<file path="src/rtl/ccd_pkg.sv">
package ccd_pkg;

    // Ratio select codes; the order is not monotonic in the ratio
    typedef enum logic [1:0] {
        SEL_DIV8   = 2'b00,
        SEL_DIV4   = 2'b01,
        SEL_BYPASS = 2'b10,
        SEL_DIV2   = 2'b11
    } ratio_sel_e;

endpackage

</file>
<file path="src/rtl/ccd_ratio_dec.sv">
module ccd_ratio_dec
    import ccd_pkg::*;
#(
    parameter int CNT_W = 2
) (
    input  logic [1:0]       sel_i,
    output logic             bypass_o,
    output logic [CNT_W-1:0] half_m1_o
);

    // Half period minus one, in input cycles
    always_comb begin
        bypass_o  = 1'b0;
        half_m1_o = '0;
        case (sel_i)
            SEL_DIV8:   half_m1_o = CNT_W'(3);
            SEL_DIV4:   half_m1_o = CNT_W'(1);
            SEL_DIV2:   half_m1_o = CNT_W'(0);
            SEL_BYPASS: bypass_o  = 1'b1;
            default:    half_m1_o = '0;
        endcase
    end

endmodule

</file>
<file path="src/rtl/ccd_core.sv">
module ccd_core #(
    parameter int CNT_W = 2
) (
    input  logic             clk_i,
    input  logic             rst_ni,
    input  logic             en_i,
    input  logic             dec_bypass_i,
    input  logic [CNT_W-1:0] dec_half_m1_i,
    output logic             run_o,
    output logic             bypass_o,
    output logic             div_o,
    output logic [CNT_W-1:0] half_m1_o
);

    typedef struct packed {
        logic             run;
        logic             bypass;
        logic [CNT_W-1:0] half_m1;
        logic [CNT_W-1:0] cnt;
        logic             div;
    } core_st_t;

    core_st_t st_d, st_q;

    always_comb begin
        st_d = st_q;
        if (!st_q.run) begin
            // stopped: counter cleared, ratio captured on start
            st_d.cnt = '0;
            st_d.div = 1'b0;
            if (en_i) begin
                st_d.run     = 1'b1;
                st_d.bypass  = dec_bypass_i;
                st_d.half_m1 = dec_half_m1_i;
            end
        end else if (st_q.bypass) begin
            if (!en_i) begin
                st_d.run = 1'b0;
            end
        end else begin
            if (!en_i && !st_q.div) begin
                // stop only from the low phase
                st_d.run = 1'b0;
                st_d.cnt = '0;
            end else if (st_q.cnt == st_q.half_m1) begin
                st_d.cnt = '0;
                st_d.div = ~st_q.div;
            end else begin
                st_d.cnt = st_q.cnt + CNT_W'(1);
            end
        end
    end

    always_ff @(posedge clk_i or negedge rst_ni) begin
        if (!rst_ni) begin
            st_q <= '0;
        end else begin
            st_q <= st_d;
        end
    end

    assign run_o     = st_q.run;
    assign bypass_o  = st_q.bypass;
    assign div_o     = st_q.div;
    assign half_m1_o = st_q.half_m1;

endmodule

</file>
<file path="src/rtl/ccd_gate.sv">
module ccd_gate (
    input  logic clk_i,
    input  logic rst_ni,
    input  logic arm_i,
    output logic gate_o
);

    logic gate_d, gate_q;

    // updated on the falling edge so the gated clock never cuts a high phase
    always_comb begin
        gate_d = arm_i;
    end

    always_ff @(negedge clk_i or negedge rst_ni) begin
        if (!rst_ni) begin
            gate_q <= 1'b0;
        end else begin
            gate_q <= gate_d;
        end
    end

    assign gate_o = gate_q;

endmodule

</file>
<file path="src/rtl/card_clk_div.sv">
module card_clk_div #(
    parameter int CNT_W = 2
) (
    input  logic       clk_i,
    input  logic       rst_ni,
    input  logic [1:0] sel_i,
    input  logic       en_i,
    output logic       cclk_o
);

    logic             dec_bypass;
    logic [CNT_W-1:0] dec_half_m1;
    logic             run_q;
    logic             bypass_q;
    logic             div_q;
    logic             gate_q;
    logic [CNT_W-1:0] half_m1_q;

    ccd_ratio_dec #(.CNT_W(CNT_W)) u_dec (
        .sel_i     (sel_i),
        .bypass_o  (dec_bypass),
        .half_m1_o (dec_half_m1)
    );

    ccd_core #(.CNT_W(CNT_W)) u_core (
        .clk_i         (clk_i),
        .rst_ni        (rst_ni),
        .en_i          (en_i),
        .dec_bypass_i  (dec_bypass),
        .dec_half_m1_i (dec_half_m1),
        .run_o         (run_q),
        .bypass_o      (bypass_q),
        .div_o         (div_q),
        .half_m1_o     (half_m1_q)
    );

    ccd_gate u_gate (
        .clk_i  (clk_i),
        .rst_ni (rst_ni),
        .arm_i  (run_q & bypass_q),
        .gate_o (gate_q)
    );

    assign cclk_o = bypass_q ? (clk_i & gate_q) : div_q;

endmodule

</file>
<file path="config.mk">
export PLATFORM = sky130hd
export DESIGN_NAME = card_clk_div
export DESIGN_NICKNAME = d
export VERILOG_FILES = /design/src/rtl/ccd_pkg.sv /design/src/rtl/ccd_ratio_dec.sv /design/src/rtl/ccd_core.sv /design/src/rtl/ccd_gate.sv /design/src/rtl/card_clk_div.sv
export SDC_FILE = /design/constraint.sdc
export NUM_CORES = 1
export LEC_CHECK = 0
export ABC_AREA = 1
export BUFFER_PORTS_ARGS = -buffer_cell sky130_fd_sc_hd__buf_2
export CAP_MARGIN = 25
export CORE_AREA = 2 2 39 41
export CTS_BUF_LIST = sky130_fd_sc_hd__clkbuf_4
export CTS_CLUSTER_DIAMETER = 40
export DETAILED_ROUTE_END_ITERATION = 12
export DIE_AREA = 0 0 41 43
export SLEW_MARGIN = 10
export SYNTH_ARGS = -nofsm -noshare
export SYNTH_HDL_FRONTEND = slang
export SYNTH_SLANG_ARGS = --single-unit
</file>
<file path="constraint.sdc">
create_clock -name clk_i -period 1.5 [get_ports clk_i]
set_input_delay 0.075 -clock clk_i [delete_from_list [all_inputs] [get_ports clk_i]]
set_output_delay 0.075 -clock clk_i [all_outputs]
set_load 0.05 [all_outputs]
</file>
Word-level counts from Yosys, hierarchy flattened
Cells that the tools add are included.
{"block": "totals", "in_bits": 5, "regBits": 8, "wordCells": 37, "out_inout_bits": 1}
{"block": "op_classes", "reduce_logical": 6, "n_eq_ne": 6, "n_bitwise": 4, "n_addsub": 1, "muxes": 14}
{"operator": "2-to-1 mux 1 bit", "n": 8}
{"operator": "2-to-1 mux 3 bit", "n": 2}
{"operator": "inequality test 2 bit (second input constant)", "n": 3}
{"operator": "2-to-1 mux 2 bit", "n": 2}
{"operator": "2-to-1 mux 4 bit", "n": 1}
{"operator": "case mux 2 bit (2 select lines)", "n": 1}
{"operator": "AND reduction 3 bit", "n": 1}
{"operator": "adder 2 x 1 -> 2 bit (second input constant)", "n": 1}
{"operator": "bitwise AND 1 bit", "n": 2}
{"operator": "== test 2 x 1 -> 1 bit (second input constant)", "n": 1}
{"operator": "== test 2 bit", "n": 1}
{"operator": "== test 2 bit (second input constant)", "n": 1}
{"operator": "zero test 1 bit", "n": 2}
{"operator": "zero test 2 bit", "n": 1}
{"operator": "NOT 1 bit", "n": 2}
{"operator": "AND reduction 2 bit", "n": 1}
{"operator": "logical AND 1 bit", "n": 1}

Depth between registers and ports, before layout
Gate-level depths: netlist of run 1.
{"block": "logic_depth", "depth_word": 5, "mapped_depth": 8, "ltp_nobuf": 8}

By module
From an unflattened synthesis of run 1, not the netlist that was laid out.
{"block": "hier_totals", "hier_cells": 57, "hier_area_um2": 436.7}
{"mod": "ccd_core", "instances": 1, "seq_area_each_um2": 175.2, "cells_each": 47, "area_per_inst_um2": 374.1}
{"mod": "ccd_gate", "instances": 1, "seq_area_each_um2": 25.0, "cells_each": 1, "area_per_inst_um2": 25.0}
{"mod": "card_clk_div", "instances": 1, "seq_area_each_um2": 0.0, "cells_each": 6, "area_per_inst_um2": 23.8}
{"mod": "ccd_ratio_dec", "instances": 1, "seq_area_each_um2": 0.0, "cells_each": 3, "area_per_inst_um2": 13.8}

==> qor.txt, run 1 <==
Synth top area share = 45.02%
DR DRC count = 0
worst reg2reg path depth = 2
worst clock skew = 0.01088 ns
Clock Latency Late Sink = 0.37 ns
Detailed Route WL = 862 um
Final GP Congestion = 0.6802
via count = 381
IR drop worst, VDD = 0.6906 mV
DR vias/cell = 4.430
sequential share of the synthesized area = 51.45%
synthesized cell area = 389.1 um^2
CTS tree = yes
vias in the first global route = 380
R2R Path End = u_gate.gate_o
crit-path max cell delay = 0.41 ns
# rows = 14
largest area contributor in the netlist = dfrtp_1
Die Y = 43 um
pwr/cell area = 1770 mW/mm^2
DRT Pass-1 Iters = 4
max cap viols = 0
type of origin of the critical path = flip-flop
kind of critical path = reg2out
die area = 0.001763 mm^2
DP Cell Count = 75
antenna violations before repair = 0
Detailed Place HPWL = 617.9 um
clk slew on worst S/H paths = 0.06 ns
RSZ-0062 raised after global routing = yes
WHS = 0.07967 ns
# setup viols final = 2
Worst slew margin = 79.40%
Antenna Nets Post-Route = 0
CP cell instances = nand3_2 -> nand2_2 -> buf_8
I/O pins = 6
Antenna diodes = 0
r2r setup slk = 0.08 ns
CP max-delay cell = dfrtn_1
post-synthesis cell count = 51
Worst Tran Pin Value = 0.3078 ns
P&R area growth vs syn = 45.66%
layout cells sized above 1 = 30.00%
Netlist cell types = 13
port bufs = 5
reg2reg start = u_core.bypass_o
Yosys warning count = 0
CP arrival = 1.81 ns
GRT Total Usage = 13.68%
syn avg cell area = 7.630 um^2
Buf+Inv Stages, Crit Path = 1
Die Wd = 41 um
Synth Register Bits = 8
remaining global-route overflow = 0
post-CTS setup buffers = 0
drt initial violations = 7
Placed Area = 459.2 um^2
Slew Limit Fails = 0
failing checks = negative setup slack
core footprint = 0.001384 mm^2
drt wl/cell = 10.02 um
HP Class = in2async
setup ws final = -0.3888 ns
Final nets = 76
# fillers = 139
Synth area leaders = dfrtp_1, nand2_1, inv_1
Final Non-Filler Cells = 86
initial core utilization = 28.12%
Design Area, Final = 566.8 um^2
final hold viol count = 0
final design utilization = 40.96%
Mapped Nets = 56
status = finished, violations left
largest net degree at the start of global routing = 9
global-route wire length before repair = 1.428 mm
CP endpoint kind = output port
CP required = 1.42 ns
Leak Pwr = 0.3118 nW
CP Max Fanout = 1
CP top delay family = flip-flops
## per-stage QoR
step                      setup slack, ns  TNS (ns)  power, mW
final                             -0.3888   -0.3888      1.003
after detailed placement         -0.09181  -0.09181     0.6463
after global routing              -0.4460   -0.4460      1.089
after floorplan                   0.01304         0     0.5569
after CTS                         -0.4136   -0.4136      1.019
after global placement           -0.06350  -0.06350     0.6384
## final cells by class
type                    instances  area, um^2  share of cell area (%)
repair buffers                 11       82.58                   14.57
inverters                       9       33.78                   5.960
well taps                      16       20.02                   3.532
flip-flops and latches          8       200.2                   35.32
multi-input cells              34       162.7                   28.70
clock buffers                   8       67.56                   11.92
## timing repair
item                                    in CTS  in global routing
gates resized for setup                      4                  0
hold buffers                                 4                  0
pin swaps                                    2                  1
hold endpoints to repair                     9                  0
endpoints found under the setup margin       2                  2
## flip-flops by register name, summed over array words and instances, names as in the netlist
| signal | cells |
|---|---|
| u_core.st_q | 2 |
| u_core.bypass_o | 1 |
| u_core.div_o | 1 |
| u_core.half_m1_o | 2 |
| u_gate.gate_o | 1 |
| u_core.run_o | 1 |
## how the worst max path moves through the flow
stage / startpoint / end / slack (ns) / cells after the start
detailed placement: u_gate.gate_o / cclk_o / -0.09 / 3
global route: u_gate.gate_o / cclk_o / -0.45 / 3
CTS: u_gate.gate_o / cclk_o / -0.41 / 3
floorplan: u_gate.gate_o / cclk_o / 0.01 / 2
global placement: u_gate.gate_o / cclk_o / -0.06 / 3
finish: u_gate.gate_o / cclk_o / -0.39 / 3
## power breakdown
group,leakage (nW),switching (mW),internal (mW)
combinational,0.163,0.150,0.110
clock,0.0455,0.171,0.247
sequential,0.103,0.0490,0.276
total,0.312,0.370,0.633
## cell usage in the layout (no fill, tap or decap)
cell type / count
o21ai_0: 4
dlygate4sd3_1: 4
inv_1: 8
nand4_1: 1
dfrtn_1: 1
o22ai_1: 2
nor2_2: 1
nand2_2: 3
inv_2: 1
dfrtp_1: 7
nand2_1: 16
buf_8: 1
clkbuf_4: 7
buf_2: 4
nand3_2: 1
xor2_1: 1
buf_4: 3
nand3_1: 1
nor2_1: 4
## layer usage
layer | global-route usage, % | up-vias | wire, um
met4 | 13.33 | 0 | 25
met3 | 10.47 | 4 | 38
li1 | - | 199 | -
met1 | 14.90 | 170 | 394
met2 | 15.63 | 8 | 404
met5 | 0 | - | 0
## logic make-up (layout without fill, tap and decap cells)
group	after synthesis	count (layout)	share of synthesized area [%]
compound gates	6	6	8.360
xor+xnor	1	1	2.251
buf+inv	9	28	8.681
flops	8	8	51.45
simple gates	27	27	29.26
## cell usage after synthesis
cell type	count
xor2_1	1
nand4_1	1
nor2_1	4
nand3_1	2
inv_2	1
nand2_1	17
nor2_2	1
o21ai_0	4
inv_1	8
dfrtn_1	1
nand2_2	2
o22ai_1	2
dfrtp_1	7
Note: power is estimated with default switching activity, not from simulation.
==> run 2, diff against run 1 <==
- SYNTH_HIERARCHICAL: not set -> 1
==> qor.txt, run 2 <==
HP Class = in2reg (was in2async)
I/O pins = 6 (unchanged)
Detailed Place HPWL = 586.2 um (was 617.9 um)
Worst Hold Launch = sel_i[1]
CP max-delay cell = dfrtn_1 (unchanged)
core footprint = 0.001384 mm^2 (unchanged)
R2R Path End = u_gate/gate_o (was u_gate.gate_o)
DP Worst Slack = -0.06696 ns (was -0.09181 ns)
worst reg2reg path depth = 2 (unchanged)
port bufs = 5 (unchanged)
IR drop worst, VDD = 0.6950 mV (was 0.6906 mV)
max cap viols = 0 (unchanged)
Power, Total = 1.011 mW (was 1.003 mW)
antenna violations before repair = 0 (unchanged)
crit-path max cell delay = 0.39 ns (was 0.41 ns)
hold path depth = 4
status = finished, violations left (unchanged)
die area = 0.001763 mm^2 (unchanged)
Detailed Route WL = 757 um (was 862 um)
post-synthesis cell count = 55 (was 51)
pwr/cell area = 1768 mW/mm^2 (was 1770 mW/mm^2)
Design Area, Final = 571.8 um^2 (was 566.8 um^2)
CP Max Fanout = 1 (unchanged)
failing checks = negative setup slack (unchanged)
reg2reg start = u_core/run_o (was u_core.bypass_o)
RSZ-0062 raised after global routing = yes (unchanged)
Die Y = 43 um (unchanged)
worst clock skew = 0.02079 ns (was 0.01088 ns)
CP endpoint kind = output port (unchanged)
setup tns final = -0.3641 ns (was -0.3888 ns)
drt initial violations = 6 (was 7)
CP required = 1.42 ns (about the same)
initial core utilization = 30.47% (was 28.12%)
global-route wire length before repair = 1.311 mm (was 1.428 mm)
DRT Pass-1 Iters = 4 (unchanged)
via count = 369 (was 381)
CTS tree = yes (unchanged)
# setup viols final = 2 (unchanged)
syn avg cell area = 7.666 um^2 (was 7.630 um^2)
commonest non-fill, non-tap cells in the layout = nand2_1, inv_1, clkbuf_4, dfrtp_1, nor2_1 (was nand2_1, inv_1, clkbuf_4, dfrtp_1)
DR vias/cell = 4.241 (was 4.430)
Mapped Nets = 60 (was 56)
Final GP Congestion = 0.7372 (was 0.6802)
P&R area growth vs syn = 35.61% (was 45.66%)
commonest non-fill, non-tap cell in the layout = nand2_1 (unchanged)
# fillers = 142 (was 139)
GRT Total Usage = 12.46% (was 13.68%)
Leak Pwr = 0.3240 nW (was 0.3118 nW)
Yosys warning count = 6 (was 0)
Worst slew margin = 86.21% (was 79.40%)
remaining global-route overflow = 0 (unchanged)
synthesized cell area = 421.7 um^2 (was 389.1 um^2)
CP cell instances = nand3_2 -> nand2_2 -> buf_8 (unchanged)
DR DRC count = 0 (unchanged)
clk slew on worst S/H paths = 0.06 ns (about the same)
Worst Tran Pin Value = 0.2051 ns (was 0.3078 ns)
Die Wd = 41 um (unchanged)
Clock Latency Late Sink = 0.37 ns (about the same)
WHS = 0.02193 ns (was 0.07967 ns)
Worst Hold End = u_core/half_m1_o[0]
r2r setup slk = 0.16 ns (was 0.08 ns)
Final nets = 77 (was 76)
Final Non-Filler Cells = 87 (was 86)
CP arrival = 1.79 ns (was 1.81 ns)
Antenna diodes = 0 (unchanged)
setup ws final = -0.3641 ns (was -0.3888 ns)
# rows = 14 (unchanged)
post-CTS setup buffers = 0 (unchanged)
largest net degree at the start of global routing = 9 (unchanged)
vias in the first global route = 364 (was 380)
Antenna Nets Post-Route = 0 (unchanged)
kind of critical path = reg2out (unchanged)
Placed Area = 484.2 um^2 (was 459.2 um^2)
type of origin of the critical path = flip-flop (unchanged)
drt wl/cell = 8.701 um (was 10.02 um)
Slew Limit Fails = 0 (unchanged)
final design utilization = 41.32% (was 40.96%)
layout cells sized above 1 = 32.39% (was 30.00%)
DP Cell Count = 78 (was 75)
final hold viol count = 0 (unchanged)
[run 2: how the worst max path moves through the flow]
stage | slack, ns | end | startpoint
global placement | -0.06 | cclk_o | u_gate/gate_o
global route | -0.41 | cclk_o | u_gate/gate_o
CTS | -0.39 | cclk_o | u_gate/gate_o
finish | -0.36 | cclk_o | u_gate/gate_o
floorplan | 0.008 | cclk_o | u_gate/gate_o
detailed placement | -0.07 | cclk_o | u_gate/gate_o
[run 2: layout make-up]
| type | count | area (um^2) | area share, % |
|---|---|---|---|
| clock buffers | 8 | 67.56 | 11.82 |
| inverters | 11 | 41.29 | 7.221 |
| multi-input cells | 36 | 187.7 | 32.82 |
| flip-flops and latches | 8 | 200.2 | 35.01 |
| well taps | 16 | 20.02 | 3.501 |
| repair buffers | 8 | 55.05 | 9.628 |
[run 2: layer usage]
layer	vias up	global-route usage (%)	wire (um)
li1	199	-	-
met1	157	12.91	337
met2	11	15.31	354
met3	2	8.377	45
met4	0	12.67	20
met5	-	0	0
[run 2: power breakdown]
group / leakage [nW] / internal, mW / switching (mW) / total (mW)
Sequential: 0.0982 / 0.282 / 0.0451 / 0.327
Combinational: 0.180 / 0.119 / 0.170 / 0.289
Clock: 0.0455 / 0.245 / 0.150 / 0.395
[run 2: what timing repair did]
item / CTS / global route
hold endpoints to repair: 8 / 0
hold buffers: 2 / 0
pin swaps: 2 / 1
setup endpoints to repair: 2 / 2
gates resized for setup: 4 / 0
[run 2: critical path, delay by kind of cell, from the launching register on]
kind / cells / cell delay [ns]
DFF: 1 / 0.39
buffers and inverters: 1 / 0.14
and+or+nand+nor: 2 / 0.13
==> run 3, diff against run 2 <==
- REMOVE_ABC_BUFFERS: not set -> 1
==> qor.txt, run 3 (same netlist as run 2, synthesis figures left out) <==
status = finished, violations left (unchanged)
failing checks = negative setup slack (unchanged)
Design Area, Final = 560.5 um^2 (was 571.8 um^2)
Final nets = 77 (unchanged)
drt wl/cell = 9.299 um (was 8.701 um)
R2R Path End = u_gate/gate_o (unchanged)
max cap viols = 0 (unchanged)
Worst slew margin = 87.21% (was 86.21%)
DP Worst Slack = -0.05139 ns (was -0.06696 ns)
CTS tree = yes (unchanged)
initial core utilization = 30.47% (unchanged)
core footprint = 0.001384 mm^2 (unchanged)
Worst Tran Pin Value = 0.1902 ns (was 0.2051 ns)
remaining global-route overflow = 0 (unchanged)
clk slew on worst S/H paths = 0.06 ns (about the same)
DR DRC count = 0 (unchanged)
r2r setup slk = 0.15 ns (was 0.16 ns)
I/O pins = 6 (unchanged)
Die Y = 43 um (unchanged)
CP required = 1.42 ns (about the same)
antenna violations before repair = 0 (unchanged)
DR vias/cell = 4.322 (was 4.241)
commonest non-fill, non-tap cell in the layout = nand2_1 (unchanged)
Detailed Place HPWL = 587.1 um (was 586.2 um)
Final GP Congestion = 0.7259 (was 0.7372)
worst setup path startpoint = u_gate/gate_o (unchanged)
post-CTS setup buffers = 0 (unchanged)
Clock Latency Late Sink = 0.37 ns (about the same)
CP Max Fanout = 1 (unchanged)
kind of critical path = reg2out (unchanged)
port bufs = 5 (unchanged)
vias in the first global route = 368 (was 364)
P&R area growth vs syn = 32.94% (was 35.61%)
commonest non-fill, non-tap cells in the layout = nand2_1, inv_1, clkbuf_4, dfrtp_1, nor2_1 (unchanged)
Detailed Route WL = 809 um (was 757 um)
global-route wire length before repair = 1.352 mm (was 1.311 mm)
Leak Pwr = 0.3229 nW (was 0.3240 nW)
Slew Limit Fails = 0 (unchanged)
die area = 0.001763 mm^2 (unchanged)
CP arrival = 1.79 ns (about the same)
DRT Pass-1 Iters = 4 (unchanged)
Die Wd = 41 um (unchanged)
HP Class = in2reg (unchanged)
worst clock skew = 0.02005 ns (was 0.02079 ns)
worst reg2reg path depth = 2 (unchanged)
GRT Total Usage = 13.14% (was 12.46%)
reg2reg start = u_core/run_o (unchanged)
IR drop worst, VDD = 0.5663 mV (was 0.6950 mV)
Antenna diodes = 0 (unchanged)
# rows = 14 (unchanged)
setup ws final = -0.3655 ns (was -0.3641 ns)
CP endpoint = cclk_o (unchanged)
# setup viols final = 2 (unchanged)
pwr/cell area = 1771 mW/mm^2 (was 1768 mW/mm^2)
final hold viol count = 0 (unchanged)
largest net degree at the start of global routing = 9 (unchanged)
via count = 376 (was 369)
type of origin of the critical path = flip-flop (unchanged)
Placed Area = 481.7 um^2 (was 484.2 um^2)
Antenna Nets Post-Route = 0 (unchanged)
drt initial violations = 10 (was 6)
CP max-delay cell = dfrtn_1 (unchanged)
CP endpoint kind = output port (unchanged)
RSZ-0062 raised after global routing = yes (unchanged)
crit-path max cell delay = 0.38 ns (was 0.39 ns)
layout cells sized above 1 = 29.58% (was 32.39%)
CP cell instances = nand3_1 -> nand2_1 -> buf_6 (was nand3_2 -> nand2_2 -> buf_8)
run 3: cell count changes in the layout (fill, tap and decap cells not counted):
cell	change
nand2_1	+1
buf_6	+1
nand2_2	-1
nand3_2	-1
buf_8	-1
nand3_1	+1
run 3: worst max-delay path, delay by kind of cell (launching register included):
family	cells	cell delay, ns
buffers and inverters	1	0.15
DFF	1	0.38
and+or+nand+nor	2	0.13
run 3: through the flow:
step	utilization [%]	cells	hold slack, ns	power [mW]	setup TNS, ns
final	40.51	87	0.01536	0.9924	-0.3655
after global placement	34.81	78	-0.06955	0.6650	-0.04601
after CTS	40.51	87	0.001608	1.012	-0.3992
after detailed placement	34.81	78	-0.06499	0.6711	-0.05139
after global routing	40.51	87	0.009265	1.090	-0.4621
after floorplan	-	55	-0.2206	0.5877	-0.1011
run 3: power by group:
part / total (mW) / switching, mW / internal, mW
clock: 0.381 / 0.148 / 0.233
sequential: 0.330 / 0.0479 / 0.282
combinational: 0.282 / 0.163 / 0.119
total: 0.992 / 0.359 / 0.634
run 3: timing repair:
| action | in CTS | in global routing |
|---|---|---|
| endpoints found under the hold margin | 8 | 0 |
| hold buffers | 2 | 0 |
| pin swaps | 2 | 1 |
| gates resized for setup | 2 | 0 |
| setup endpoints to repair | 2 | 2 |
run 3: layout make-up:
type | instances | area (um^2)
multi-input cells | 36 | 180.2
inverters | 11 | 41.29
well taps | 16 | 20.02
flip-flops and latches | 8 | 200.2
clock buffers | 8 | 63.81
repair buffers | 8 | 55.05
fillers | 146 | 823.3
run 3: how the worst min path moves through the flow:
| stage | from | endpoint | slack [ns] | cells after the start |
|---|---|---|---|---|
| finish | sel_i[1] | u_core/half_m1_o[0] | 0.02 | 4 |
| global route | sel_i[1] | u_core/half_m1_o[0] | 0.009 | 4 |
| CTS | sel_i[1] | u_core/half_m1_o[0] | 0.002 | 4 |
| detailed placement | rst_ni | u_core/st_q[2] | -0.06 | 1 |
| global placement | rst_ni | u_core/st_q[2] | -0.07 | 1 |
| floorplan | rst_ni | u_core/bypass_o | -0.22 | 0 |
run 3: layer usage:
| metal | GRT usage (%) | up-vias | routed length (um) |
|---|---|---|---|
| li1 | - | 199 | - |
| met1 | 13.49 | 167 | 410 |
| met2 | 14.69 | 10 | 376 |
| met3 | 9.424 | 0 | 22 |
| met4 | 16.00 | 0 | 0 |
| met5 | 0 | - | 0 |
